--- config.mk ---
export PLATFORM = sky130hd
export DESIGN_NAME = ir_clicker_decoder
export DESIGN_NICKNAME = d
export VERILOG_FILES = /design/src/rtl/irpd_pkg.sv /design/src/rtl/irpd_chip_timer.sv /design/src/rtl/irpd_delim_slicer.sv /design/src/rtl/irpd_word_collect.sv /design/src/rtl/irpd_pkt_check.sv /design/src/rtl/ir_clicker_decoder.sv
export SDC_FILE = /design/constraint.sdc
export NUM_CORES = 1
export LEC_CHECK = 0
export BUFFER_PORTS_ARGS = -buffer_cell sky130_fd_sc_hd__clkbuf_2
export CORE_ASPECT_RATIO = 1.25
export CORE_MARGIN = 4
export CORE_UTILIZATION = 45
export CTS_CLUSTER_SIZE = 20
export DETAILED_ROUTE_END_ITERATION = 10
export PLACE_DENSITY_LB_ADDON = 0.12
export SYNTH_ARGS = -nofsm -noshare
export SYNTH_HDL_FRONTEND = slang
export SYNTH_SLANG_ARGS = --single-unit
--- constraint.sdc ---
create_clock -name clk -period 11.65 [get_ports clk]
set_input_delay 1.165 -clock clk [delete_from_list [all_inputs] [get_ports clk]]
set_output_delay 1.165 -clock clk [all_outputs]
set_load 0.01 [all_outputs]
--- src/rtl/irpd_pkg.sv ---
`timescale 1ns/100ps
package irpd_pkg;
  localparam int BTN_W    = 4;
  localparam int ID_W     = 24;
  localparam int SUM_W    = 8;
  localparam int PKT_W    = BTN_W + ID_W + SUM_W;
  localparam int ID_BYTES = ID_W / 8;
  localparam int NUM_W    = BTN_W - 1;

  typedef enum logic [2:0] {
    ST_IDLE,
    ST_PKT1,
    ST_GAP,
    ST_PKT2,
    ST_RECOVER
  } dec_state_e;

  typedef enum logic [1:0] {
    PH_LOW,
    PH_HIGH,
    PH_DATA
  } chip_phase_e;

  typedef struct packed {
    logic [BTN_W-1:0] code;
    logic [ID_W-1:0]  id;
    logic [SUM_W-1:0] sum;
  } pkt_word_t;
endpackage

--- src/rtl/irpd_chip_timer.sv ---
`timescale 1ns/100ps
// Counts clocks inside a chip and flags the middle of each chip.
module irpd_chip_timer #(
  parameter int CHIP_CLKS = 100000
) (
  input  logic clk,
  input  logic rst_n,
  input  logic start,
  input  logic run,
  output logic sample_stb
);
  localparam int CW  = $clog2(CHIP_CLKS + 1);
  localparam int MID = CHIP_CLKS / 2;

  logic [CW-1:0] cnt_q;

  // The start cycle is clock 0 of the first observed chip.
  always_ff @(posedge clk or negedge rst_n) begin
    if (!rst_n) begin
      cnt_q <= '0;
    end else if (start) begin
      cnt_q <= CW'(1);
    end else if (run) begin
      if (cnt_q == CW'(CHIP_CLKS - 1)) cnt_q <= '0;
      else                             cnt_q <= cnt_q + CW'(1);
    end
  end

  assign sample_stb = run && !start && (cnt_q == CW'(MID));
endmodule

--- src/rtl/irpd_delim_slicer.sv ---
`timescale 1ns/100ps
// Walks the low/high/data chip pattern and flags delimiter faults.
module irpd_delim_slicer
  import irpd_pkg::*;
(
  input  logic clk,
  input  logic rst_n,
  input  logic start,
  input  logic sample_stb,
  input  logic lvl,
  output logic bit_stb,
  output logic bit_val,
  output logic delim_err
);
  chip_phase_e phase_q;

  // A burst is caught at its first rise, i.e. in the high chip of bit 0.
  always_ff @(posedge clk or negedge rst_n) begin
    if (!rst_n) begin
      phase_q <= PH_LOW;
    end else if (start) begin
      phase_q <= PH_HIGH;
    end else if (sample_stb) begin
      case (phase_q)
        PH_LOW:  phase_q <= PH_HIGH;
        PH_HIGH: phase_q <= PH_DATA;
        default: phase_q <= PH_LOW;
      endcase
    end
  end

  assign bit_stb   = sample_stb && (phase_q == PH_DATA);
  assign bit_val   = lvl;
  assign delim_err = sample_stb &&
                     (((phase_q == PH_LOW) && lvl) || ((phase_q == PH_HIGH) && !lvl));
endmodule

--- src/rtl/irpd_word_collect.sv ---
`timescale 1ns/100ps
// Shifts data bits in, most significant first, and marks the last one.
module irpd_word_collect #(
  parameter int W = 36
) (
  input  logic         clk,
  input  logic         rst_n,
  input  logic         start,
  input  logic         bit_stb,
  input  logic         bit_val,
  output logic         word_done,
  output logic [W-1:0] word
);
  localparam int CW = $clog2(W + 1);

  logic [W-2:0]  shreg_q;
  logic [CW-1:0] cnt_q;

  always_ff @(posedge clk or negedge rst_n) begin
    if (!rst_n) begin
      shreg_q <= '0;
      cnt_q   <= '0;
    end else if (start) begin
      cnt_q <= '0;
    end else if (bit_stb) begin
      shreg_q <= {shreg_q[W-3:0], bit_val};
      cnt_q   <= cnt_q + CW'(1);
    end
  end

  assign word_done = bit_stb && (cnt_q == CW'(W - 1));
  assign word      = {shreg_q, bit_val};
endmodule

--- src/rtl/irpd_pkt_check.sv ---
`timescale 1ns/100ps
// Content checks: code sanity, byte-sum checksum, inverse match.
module irpd_pkt_check
  import irpd_pkg::*;
(
  input  pkt_word_t cand,
  input  pkt_word_t held,
  output logic      first_ok,
  output logic      inv_match
);
  logic [SUM_W-1:0] part [ID_BYTES+1];
  logic [NUM_W-1:0] num;
  logic             sum_ok;
  logic             code_ok;

  assign part[0] = SUM_W'(cand.code);

  for (genvar g = 0; g < ID_BYTES; g++) begin : g_bytesum
    assign part[g+1] = part[g] + cand.id[g*8 +: 8];
  end

  assign sum_ok    = (part[ID_BYTES] == cand.sum);
  assign num       = cand.code[NUM_W-1:0];
  assign code_ok   = cand.code[BTN_W-1] && (num != '0) && (num != '1);
  assign first_ok  = sum_ok && code_ok;
  assign inv_match = (cand == ~held);
endmodule

--- src/rtl/ir_clicker_decoder.sv ---
`timescale 1ns/100ps
module ir_clicker_decoder
  import irpd_pkg::*;
#(
  parameter int CHIP_CLKS         = 100000,
  parameter int GAP_TIMEOUT_CHIPS = 40,
  parameter int QUIET_CHIPS       = 6
) (
  input  logic        clk,
  input  logic        rst_n,
  input  logic        ir_level,
  output logic        pkt_valid,
  output logic [2:0]  button_num,
  output logic [23:0] xmit_id,
  output logic        pkt_err
);
  localparam int GAP_CLKS   = GAP_TIMEOUT_CHIPS * CHIP_CLKS;
  localparam int QUIET_CLKS = QUIET_CHIPS * CHIP_CLKS;
  localparam int GCW        = $clog2(GAP_CLKS + 1);
  localparam int QCW        = $clog2(QUIET_CLKS + 1);

  logic            lvl_q, lvl_prev_q, rise;
  dec_state_e      state_q;
  logic            start, in_pkt, sample_stb;
  logic            bit_stb, bit_val, delim_err;
  logic            word_done;
  logic [PKT_W-1:0] word;
  pkt_word_t       word_s, first_q;
  logic            first_ok, inv_match;
  logic [GCW-1:0]  gap_cnt_q;
  logic [QCW-1:0]  quiet_cnt_q;

  always_ff @(posedge clk or negedge rst_n) begin
    if (!rst_n) begin
      lvl_q      <= 1'b0;
      lvl_prev_q <= 1'b0;
    end else begin
      lvl_q      <= ir_level;
      lvl_prev_q <= lvl_q;
    end
  end

  assign rise   = lvl_q && !lvl_prev_q;
  assign start  = rise && ((state_q == ST_IDLE) || (state_q == ST_GAP));
  assign in_pkt = (state_q == ST_PKT1) || (state_q == ST_PKT2);
  assign word_s = word;

  irpd_chip_timer #(.CHIP_CLKS(CHIP_CLKS)) u_timer (
    .clk(clk), .rst_n(rst_n), .start(start), .run(in_pkt), .sample_stb(sample_stb)
  );

  irpd_delim_slicer u_slicer (
    .clk(clk), .rst_n(rst_n), .start(start), .sample_stb(sample_stb), .lvl(lvl_q),
    .bit_stb(bit_stb), .bit_val(bit_val), .delim_err(delim_err)
  );

  irpd_word_collect #(.W(PKT_W)) u_collect (
    .clk(clk), .rst_n(rst_n), .start(start), .bit_stb(bit_stb), .bit_val(bit_val),
    .word_done(word_done), .word(word)
  );

  irpd_pkt_check u_check (
    .cand(word_s), .held(first_q), .first_ok(first_ok), .inv_match(inv_match)
  );

  always_ff @(posedge clk or negedge rst_n) begin
    if (!rst_n) begin
      state_q     <= ST_IDLE;
      first_q     <= '0;
      gap_cnt_q   <= '0;
      quiet_cnt_q <= '0;
      pkt_valid   <= 1'b0;
      pkt_err     <= 1'b0;
      button_num  <= '0;
      xmit_id     <= '0;
    end else begin
      pkt_valid <= 1'b0;
      pkt_err   <= 1'b0;
      case (state_q)
        ST_IDLE: begin
          if (start) state_q <= ST_PKT1;
        end
        ST_PKT1: begin
          if (delim_err) begin
            pkt_err     <= 1'b1;
            quiet_cnt_q <= '0;
            state_q     <= ST_RECOVER;
          end else if (word_done) begin
            if (first_ok) begin
              first_q   <= word_s;
              gap_cnt_q <= '0;
              state_q   <= ST_GAP;
            end else begin
              pkt_err     <= 1'b1;
              quiet_cnt_q <= '0;
              state_q     <= ST_RECOVER;
            end
          end
        end
        ST_GAP: begin
          if (start) begin
            state_q <= ST_PKT2;
          end else if (gap_cnt_q == GCW'(GAP_CLKS - 1)) begin
            pkt_err     <= 1'b1;
            quiet_cnt_q <= '0;
            state_q     <= ST_RECOVER;
          end else begin
            gap_cnt_q <= gap_cnt_q + GCW'(1);
          end
        end
        ST_PKT2: begin
          if (delim_err) begin
            pkt_err     <= 1'b1;
            quiet_cnt_q <= '0;
            state_q     <= ST_RECOVER;
          end else if (word_done) begin
            if (inv_match) begin
              pkt_valid  <= 1'b1;
              button_num <= first_q.code[NUM_W-1:0];
              xmit_id    <= first_q.id;
            end else begin
              pkt_err <= 1'b1;
            end
            quiet_cnt_q <= '0;
            state_q     <= ST_RECOVER;
          end
        end
        default: begin
          if (lvl_q) begin
            quiet_cnt_q <= '0;
          end else if (quiet_cnt_q == QCW'(QUIET_CLKS - 1)) begin
            state_q <= ST_IDLE;
          end else begin
            quiet_cnt_q <= quiet_cnt_q + QCW'(1);
          end
        end
      endcase
    end
  end
endmodule

==> metrics.md, run 1 <==
| Metric | Value |
|---|---|
| DR WL/cell | `17.0 um` |
| Drt pass-1 iters | `5` |
| Post-synthesis mux area share | `0.116` |
| R2R setup slack | `7.08 ns` |
| Clock sink count | `172` |
| Setup bufs post-CTS | `0` |
| Post-synth EDFFs | `0` |
| F_max | `0.219 GHz` |
| Routed met1 length | `8470 um` |
| Iteration-0 DRC Markers | `429` |
| CTS clock-pin slew for the worst setup and hold paths | `0.07 ns` |
| Final ANT Viol Nets | `0` |
| Total Routed Length | `19,200 um` |
| Register share of total power | `0.471` |
| Cell mode on critical path | `fa_1` |
| Fin. Hold Viols | `0` |
| Chip Height | `165 um` |
| XOR/XNOR Fraction of Synth Area | `0.0596` |
| Worst Reg-to-Reg Cells | `14` |
| Met2 routed WL | `10,200 um` |
| Flops & latches, synth | `172` |
| Count of cell types in the netlist | `61` |
| R2R Path End | `first_q[17]$_DFFE_PN0P_` |
| Data arrival, critical path | `4.88 ns` |
| Post-cts resize count | `0` |
| Hold WC Path Type | `register to register` |
| Grt ovf | `0` |
| Post-Route Setup TNS | `0 ns` |
| # setup viols final | `0` |
| Worst Hold Launch | `xmit_id[16]$_DFFE_PN0P_` |
| Clock network latency to the later pin of the worst-skew pair | `0.43 ns` |
| Most common cell after layout, fill and taps aside | `dfrtp_1` |
| Htree depth | `4` |
| Crit path kind | `register to register` |
| Crit path capture type | `register` |
| Leakage | `4.58 nW` |
| Max Slew Vio Count | `0` |
| Status | `completed` |
| Layout Skew | `0.0155 ns` |
| Fin nets | `883` |
| Switching fraction of total power | `0.275` |
| Max Fanout on Critical Path | `37` |
| Core area | `0.0193 sq mm` |
| Worst vdd ir | `0.0947 mV` |
| Asr flop ratio synth | `1.00` |
| Part of the Yosys area used for sequential elements | `0.488` |
| Largest family of logic cells by synthesized area | `simple AND/OR/NAND/NOR gates` |
| Tightest Pin Transition | `1.07 ns` |
| Num rows | `57` |
| DR top layer | `met4` |
| Syn_area_per_cell | `10.7 sq um` |
| CP max stage delay | `0.56 ns` |
| Crit path time final | `4.57 ns` |
| Initial cell density of the core | `0.456` |
| DRC viols | `0` |
| CP Launch Type | `register` |
| Root Buffer | `clkbuf_16` |
| RSZ-0062 raised after global routing | `no` |
| Reg2reg start | `u_collect.shreg_q[8]$_DFFE_PN0P_` |
| Synthesized instance count | `827` |
| Switch Pwr | `370 uW` |
| CTS tree | `built` |
| Mapped Nets | `856` |
| WHS Endpoint | `xmit_id[16]$_DFFE_PN0P_` |
| Largest net degree at the start of global routing | `98` |
| Mapped cell area | `0.00882 sq mm` |
| Clock power share | `0.429` |
| GRT Total Usage | `0.182` |
| Global-route wire length before repair | `32,300 um` |
| Metal3 WL | `359 um` |
| Synthesized-area fraction occupied by and/or/nand/nor cells | `0.161` |
| Final Util | `0.507` |
| IO Count | `32` |
| Combinational power share | `0.100` |
| # Max-Cap Violations | `0` |
| Adder-cell area share of the yosys netlist | `0.0462` |
| Max-slew headroom | `0.280` |
| Vias in the first global route | `6,253` |
| Via Count | `6,255` |
| Critical-path cell list | `fa_1 > inv_1 > fa_1 > inv_1 > ha_1 > fa_1 > xnor2_1 > xnor2_1 > nor4_1 > nand4b_1 > or3_1 > nor3b_2 > buf_4 > mux2_2` |
| Post-synth top flop | `dfrtp_1` |
| Die ar. | `0.0219 sq mm` |
| Ant diodes | `0` |
| Critical path data required time | `11.96 ns` |
| Die Wd | `133 um` |
| Maximum root-to-sink buffer count | `2` |
| Hold Buf Count CTS | `0` |
| Yosys warns | `0` |
| Worst Hold Depth | `1` |
| Antenna violations before repair | `0` |
| PwrDens | `137 mW/mm^2` |
| Compound-gate portion of the synthesized area | `0.0985` |
| I/O Buffers | `31` |
| Tcrit/Tclk final | `0.392` |
| Drt via density | `5.53` |
| Area growth from synthesis to layout | `11.2%` |
| Gp weighted congestion | `0.829` |
| Layout cells sized above 1 | `0.186` |
| Int Pwr | `972 uW` |
| CTS Buf Count | `17` |
| Most frequent cells in the layout | `dfrtp_1, mux2_2, nand2_1, o21ai_0, nand3_1` |
| Post-DP HPWL | `13,100 um` |
| Crit-path slowest cell | `fa_1` |
[cell families after synthesis]
kind of cell / after synthesis
xor gates and xnor gates: 60
buffers and inverters: 62
muxes: 91
adders and majority gates: 26
AOI/OAI and AO/OA: 143
and+or+nand+nor: 273
DFF: 172
[critical path: cells and delay by family (launching register included)]
kind / cells / cell delay, ns
adders and majority gates: 4 / 1.66
xor gates and xnor gates: 2 / 0.28
buffers and inverters: 3 / 0.56
and+or+nand+nor: 4 / 1.06
DFF: 1 / 0.45
muxes: 1 / 0.40
[registers in the layout, summed over array words and instances, names as in the netlist, 2 cells and up]
| register | flops |
|---|---|
| gap_cnt_q | 22 |
| u_collect.cnt_q | 6 |
| first_q | 36 |
| quiet_cnt_q | 20 |
| button_num | 3 |
| xmit_id | 24 |
| u_slicer.phase_q | 2 |
| u_timer.cnt_q | 17 |
| u_collect.shreg_q | 35 |
| state_q | 3 |
[per-layer routing]
metal / global-route usage / vias up
li1: - / 3019
met1: 0.231 / 3131
met2: 0.326 / 86
met3: 0.0271 / 19
met4: 0.0510 / 0
met5: 0 / -
[cell type report]
cell class	instances	area (sq um)
Sequential cell	172	4300
Multi-Input combinational cell	593	4250
Tap cell	265	332
Clock buffer	20	437
Fill cell	1742	9520
Timing Repair Buffer	37	206
Clock inverter	12	151
Inverter	33	124
[how the worst max path moves through the flow]
stage,start,end,slack [ns]
5_1_grt,u_collect.shreg_q[8]$_DFFE_PN0P_,first_q[17]$_DFFE_PN0P_,6.83
2_1_floorplan,u_collect.shreg_q[8]$_DFFE_PN0P_,first_q[0]$_DFFE_PN0P_,7.48
4_1_cts,u_collect.shreg_q[8]$_DFFE_PN0P_,first_q[17]$_DFFE_PN0P_,7.05
3_3_place_gp,u_collect.shreg_q[8]$_DFFE_PN0P_,first_q[14]$_DFFE_PN0P_,7.13
3_5_place_dp,u_collect.shreg_q[8]$_DFFE_PN0P_,first_q[18]$_DFFE_PN0P_,7.07
6_report,u_collect.shreg_q[8]$_DFFE_PN0P_,first_q[17]$_DFFE_PN0P_,7.08
[through the flow]
step                hold WS [ns]  instances  area [sq um]  power [mW]  worst slack, ns
finish                     0.506       1132          9800        1.34             7.08
global route               0.522       1132          9800        1.40             6.83
CTS                        0.509       1132          9800        1.36             7.05
detailed placement         0.481       1100          9220       0.777             7.07
global placement           0.478       1100          9220       0.772             7.13
floorplan                  0.349        827          8820       0.733             7.48
[power by group through the flow]
| stage | combinational [mW] | clock (mW) | sequential [mW] |
|---|---|---|---|
| finish | 0.135 | 0.575 | 0.632 |
| global route | 0.153 | 0.615 | 0.635 |
| CTS | 0.135 | 0.590 | 0.631 |
| detailed placement | 0.134 | 0 | 0.642 |
| global placement | 0.131 | 0 | 0.642 |
| floorplan | 0.0961 | 0 | 0.637 |
[cells in the mapped netlist, types with 8 or more instances]
master	n	area (sq um)
dfrtp_1	172	4300
mux2_2	87	980
nand2_1	69	259
o21ai_0	54	270
nand3_1	46	230
nor2_1	42	158
xnor2_1	36	315
inv_1	33	124
a21oi_1	29	145
a31oi_1	25	156
nor3_1	24	120
xor2_1	24	210
and3_1	17	106
ha_1	15	188
clkbuf_1	14	52.6
nand4_1	14	87.6
fa_1	11	220
nor4_1	11	68.8
a41oi_1	8	70.1
Note: power is estimated with default switching activity, not from simulation.
==> inputs of run 2 (changes only) <==
- clock period: 11.65 -> 4.5 ns (I/O delays scaled with it)
==> run 2 against run 1 <==
Effect of this change: sequential cell count did not move; clock power rose to 2.6 times the previous value; register-to-register slack got worse by 6.9 ns; power rose to 2.6 times the previous value; fmax rose by 5.2%; final cell count rose by 1.4%; non-clock buffer count rose by 16; clock skew rose by 0.00078 ns; global-route usage rose by 0.96 points; final area rose by 2.4%; wire length rose by 6.9%; via count rose by 3.6%.
==> metrics.md, run 2 (synthesis gave the netlist of run 1 again) <==
| Metric | Value |
|---|---|
| Fin. Hold Viols | `0` |
| Switching fraction of total power | `0.296` |
| Global-route wire length before repair | `33,800 um` |
| Gp weighted congestion | `0.813` |
| Area growth from synthesis to layout | `13.8%` |
| Iteration-0 DRC Markers | `403` |
| Setup WS post-layout | `0.159 ns` |
| Final Util | `0.519` |
| Most common cell after layout, fill and taps aside | `dfrtp_1` |
| Fin nets | `899` |
| Max Slew Vio Count | `0` |
| DR top layer | `met4` |
| Largest net degree at the start of global routing | `110` |
| Htree depth | `4` |
| Met2 routed WL | `10,900 um` |
| Layout cells sized above 1 | `0.211` |
| Initial cell density of the core | `0.456` |
| Register share of total power | `0.472` |
| Switch Pwr | `1.03 mW` |
| Die Wd | `133 um` |
| RSZ-0062 raised after global routing | `yes` |
| Hold Buf Count CTS | `0` |
| Design area | `0.0100 sq mm` |
| Area after DPL | `0.00929 sq mm` |
| Drt pass-1 iters | `4` |
| Root Buffer | `clkbuf_16` |
| Worst slack, placed | `0.0869 ns` |
| Final ANT Viol Nets | `0` |
| Via Count | `6,482` |
| Post-DP HPWL | `13,800 um` |
| Crit path time final | `4.34 ns` |
| Ant diodes | `0` |
| Chip Height | `165 um` |
| IO Count | `32` |
| Tightest Pin Transition | `1.07 ns` |
| Max reg flops | `36` |
| Status | `completed` |
| Hold WC Path Type | `input port to asynchronous set/reset pin` |
| Critical path data required time | `4.82 ns` |
| Max Fanout on Critical Path | `18` |
| Crit path kind | `register to register` |
| DR WL/cell | `17.9 um` |
| Crit path capture type | `register` |
| # setup viols final | `0` |
| Top reg by flops | `first_q` |
| Total Routed Length | `20,600 um` |
| Grt ovf | `0` |
| Max-slew headroom | `0.283` |
| Combinational power share | `0.100` |
| CTS Buf Count | `17` |
| PwrDens | `346 mW/mm^2` |
| F_max | `0.230 GHz` |
| Clock network latency to the later pin of the worst-skew pair | `0.43 ns` |
| DRC viols | `0` |
| GRT Total Usage | `0.192` |
| Antenna violations before repair | `0` |
| Clock power share | `0.429` |
| Largest registers | `first_q (36), u_collect.shreg_q (35), xmit_id (24)` |
| Data arrival, critical path | `4.66 ns` |
| Die ar. | `0.0219 sq mm` |
| CTS tree | `built` |
| Tcrit/Tclk final | `0.965` |
| CTS clock-pin slew for the worst setup and hold paths | `0.08 ns` |
| Layout Skew | `0.0163 ns` |
| Clock sink count | `172` |
| Num rows | `57` |
| R2R setup slack | `0.16 ns` |
| Min Hold Slack | `0.124 ns` |
| I/O Buffers | `31` |
| Metal3 WL | `466 um` |
| Post-Route Setup TNS | `0 ns` |
| Vias in the first global route | `6,466` |
| CP Launch Type | `register` |
| Core area | `0.0193 sq mm` |
| Drt via density | `5.65` |
| Maximum root-to-sink buffer count | `2` |
| Int Pwr | `2.45 mW` |
| Leakage | `4.69 nW` |
| Most frequent cells in the layout | `dfrtp_1, mux2_2, nand2_1, o21ai_0, nand3_1` |
| Worst vdd ir | `0.270 mV` |
| Routed met1 length | `8760 um` |
| # Max-Cap Violations | `0` |
[run 2: metal layers]
metal  up-vias  global-route usage
met1      3303               0.236
met2        97               0.349
met5         -                   0
met4         0              0.0529
met3        22              0.0320
li1       3060                   -
[run 2: final timing paths]
check / startpoint / endpoint / cells after the start
min in group clk: ir_level / lvl_q$_DFF_PN0_ / 1
min: rst_n / u_timer.cnt_q[7]$_DFFE_PN0P_ / 1
max in group asynchronous: rst_n / u_timer.cnt_q[14]$_DFFE_PN0P_ / 2
max reg2reg: u_collect.shreg_q[8]$_DFFE_PN0P_ / first_q[16]$_DFFE_PN0P_ / 15
min reg2reg: first_q[35]$_DFFE_PN0P_ / first_q[35]$_DFFE_PN0P_ / 1
max: u_collect.shreg_q[8]$_DFFE_PN0P_ / first_q[16]$_DFFE_PN0P_ / 15
[run 2: metrics by stage]
| step | total power [mW] | instances |
|---|---|---|
| 2_1_floorplan | 1.90 | 827 |
| 4_1_cts | 3.51 | 1140 |
| 3_5_place_dp | 2.02 | 1108 |
| 3_3_place_gp | 2.00 | 1108 |
| 6_report | 3.47 | 1148 |
| 5_1_grt | 3.63 | 1148 |
[run 2: area by class of cell]
type | count | area [sq um]
inverters | 33 | 124
multi-input cells | 593 | 4290
fillers | 1761 | 9290
flip-flops and latches | 172 | 4310
well taps | 265 | 332
repair buffers | 53 | 372
clock buffers | 18 | 439
clock inverters | 14 | 179
[run 2: power by group through the flow]
stage          Combinational, mW  Clock [mW]  Sequential [mW]
3_3_place_gp               0.341           0             1.66
3_5_place_dp               0.348           0             1.67
6_report                   0.347        1.49             1.64
5_1_grt                    0.397        1.59             1.65
2_1_floorplan              0.249           0             1.65
4_1_cts                    0.350        1.52             1.64
[run 2: worst max-delay path: stages, from the launching register on]
cell and delay, ns:
dfrtp_2 0.44, fa_1 0.53, inv_1 0.05, fa_1 0.50, inv_2 0.05, ha_4 0.16, fa_1 0.52, xnor2_1 0.12
nand4_1 0.10, nor4_1 0.28, nand4b_1 0.19, or3_4 0.38, nor3b_4 0.21, buf_6 0.17, buf_12 0.17, mux2_2 0.35
[run 2: timing repair]
| item | in CTS | in global routing |
|---|---|---|
| buffers inserted | 0 | 5 |
| setup endpoints to repair | 0 | 44 |
| resized for setup | 0 | 13 |
==> inputs of run 3 (changes only) <==
- BUFFER_PORTS_ARGS: -buffer_cell sky130_fd_sc_hd__clkbuf_2 -> -buffer_cell sky130_fd_sc_hd__buf_2
==> run 3 against run 2 <==
Effect of this change: wire length down 2.7%; power down 0.65%; final area decreased by 0.51%; sequential cell count unchanged.
==> metrics.md, run 3 (synthesis gave the netlist of run 1 again) <==
| Metric | Value |
|---|---|
| Crit path time final | `4.32 ns` |
| Drt pass-1 iters | `5` |
| Fin. Hold Viols | `0` |
| Max-slew headroom | `0.269` |
| Int Pwr | `2.43 mW` |
| Core area | `0.0193 sq mm` |
| CTS clock-pin slew for the worst setup and hold paths | `0.08 ns` |
| Worst vdd ir | `0.282 mV` |
| Combinational power share | `0.100` |
| Data arrival, critical path | `4.64 ns` |
| Switch Pwr | `1.02 mW` |
| Max Slew Vio Count | `0` |
| CTS Buf Count | `17` |
| Root Buffer | `clkbuf_16` |
| Fin nets | `895` |
| Die Wd | `133 um` |
| Crit-path slowest cell | `fa_2` |
| CP max stage delay | `0.54 ns` |
| Final ANT Viol Nets | `0` |
| Drt via density | `5.57` |
| Post-DP HPWL | `13,800 um` |
| Via Count | `6,376` |
| Critical-path cell list | `fa_1 > inv_1 > fa_1 > inv_1 > ha_1 > fa_2 > xnor2_1 > nand4_1 > nor4_2 > nand4b_1 > or3_4 > nor3b_4 > buf_12 > buf_12 > mux2_2` |
| Post-Route Setup TNS | `0 ns` |
| F_max | `0.232 GHz` |
| Iteration-0 DRC Markers | `357` |
| DRC viols | `0` |
| Layout Skew | `0.0117 ns` |
| Layout cells sized above 1 | `0.206` |
| Antenna violations before repair | `0` |
| GRT Total Usage | `0.191` |
| Hold WC Path Type | `input port to asynchronous set/reset pin` |
| Die ar. | `0.0219 sq mm` |
| Num rows | `57` |
| Area growth from synthesis to layout | `13.2%` |
| Clock network latency to the later pin of the worst-skew pair | `0.43 ns` |
| PwrDens | `346 mW/mm^2` |
| Largest net degree at the start of global routing | `95` |
| Register area | `0.00431 sq mm` |
| Switching fraction of total power | `0.295` |
| Ant diodes | `0` |
| Fill cells | `1,717` |
| DR WL/cell | `17.5 um` |
| Leakage | `4.69 nW` |
| Chip Height | `165 um` |
| IO Count | `32` |
| Max reg flops | `36` |
| Tightest Pin Transition | `1.09 ns` |
| I/O Buffers | `31` |
| Htree depth | `4` |
| # setup viols final | `0` |
| Vias in the first global route | `6,563` |
| RSZ-0062 raised after global routing | `yes` |
| Crit path capture type | `register` |
| Global-route wire length before repair | `33,500 um` |
| Most common cell after layout, fill and taps aside | `dfrtp_1` |
| CP Launch Type | `register` |
| CTS tree | `built` |
| Largest registers | `first_q (36), u_collect.shreg_q (35), xmit_id (24)` |
| Maximum root-to-sink buffer count | `2` |
| Register share of total power | `0.475` |
| Top reg by flops | `first_q` |
| Total Routed Length | `20,000 um` |
| Crit path kind | `register to register` |
| Gp weighted congestion | `0.808` |
| Clock power share | `0.425` |
| Final Util | `0.517` |
| Critical path data required time | `4.82 ns` |
| Grt ovf | `0` |
| Tcrit/Tclk final | `0.959` |
| Max Fanout on Critical Path | `18` |
| Clock sink count | `172` |
| Initial cell density of the core | `0.456` |
| Most frequent cells in the layout | `dfrtp_1, mux2_2, nand2_1, o21ai_0, nand3_1` |
| Multi-input logic area | `0.00428 sq mm` |
| # Max-Cap Violations | `0` |
| Status | `completed` |
-- run 3: power groups by stage --
| stage | logic [mW] | registers, mW | clock network, mW |
|---|---|---|---|
| after floorplan | 0.249 | 1.65 | 0 |
| after global placement | 0.342 | 1.66 | 0 |
| after detailed placement | 0.350 | 1.67 | 0 |
| after CTS | 0.350 | 1.64 | 1.50 |
| after global routing | 0.400 | 1.65 | 1.56 |
| final | 0.347 | 1.64 | 1.47 |
-- run 3: area by class of cell --
type / instances / area share
flip-flops and latches: 172 / 0.431
multi-input cells: 593 / 0.428
clock buffers: 18 / 0.0430
repair buffers: 49 / 0.0343
well taps: 265 / 0.0332
clock inverters: 14 / 0.0175
inverters: 33 / 0.0124
-- run 3: metrics by stage --
step                hold WS (ns)  total power, mW  instance area, sq um  std cells  setup slack [ns]
finish                     0.125             3.45                  9980       1144             0.184
global route               0.113             3.61                  9980       1144           0.00490
CTS                        0.119             3.49                  9900       1140            0.0532
detailed placement         0.485             2.02                  9290       1108            0.0728
global placement           0.479             2.01                  9290       1108             0.144
floorplan                  0.154             1.90                  8820        827             0.325
-- run 3: final timing paths --
kind | cells after the start | endpoint | startpoint | slack [ns]
max reg2reg | 15 | first_q[16]$_DFFE_PN0P_ | u_collect.shreg_q[8]$_DFFE_PN0P_ | 0.18
min in group clk | 1 | lvl_q$_DFF_PN0_ | ir_level | 0.13
max | 15 | first_q[16]$_DFFE_PN0P_ | u_collect.shreg_q[8]$_DFFE_PN0P_ | 0.18
max in group asynchronous | 2 | u_timer.cnt_q[7]$_DFFE_PN0P_ | rst_n | 3.28
min reg2reg | 1 | quiet_cnt_q[10]$_DFFE_PN0P_ | quiet_cnt_q[10]$_DFFE_PN0P_ | 0.50
min | 1 | u_timer.cnt_q[3]$_DFFE_PN0P_ | rst_n | 0.13
-- run 3: critical path: cells and delay by family, from the launching register on --
kind	cells	cell delay (ns)
multiplexers	1	0.35
XOR/XNOR	1	0.11
buffers and inverters	4	0.40
adder cells (fa/ha/maj)	4	1.78
AND/OR/NAND/NOR	5	1.12
flip-flops	1	0.43
-- run 3: timing repair --
item / CTS / global route
hold buffers: 0 / 0
setup buffers: 0 / 2
endpoints found under the setup margin: 0 / 48
hold endpoints to repair: 0 / 0
resized for setup: 0 / 9
-- run 3: per-layer routing --
metal | up-vias | routed length [um] | GRT usage
met5 | - | 0 | 0
li1 | 3058 | - | -
met2 | 97 | 10900 | 0.355
met3 | 15 | 531 | 0.0335
met1 | 3206 | 8400 | 0.231
met4 | 0 | 161 | 0.0444
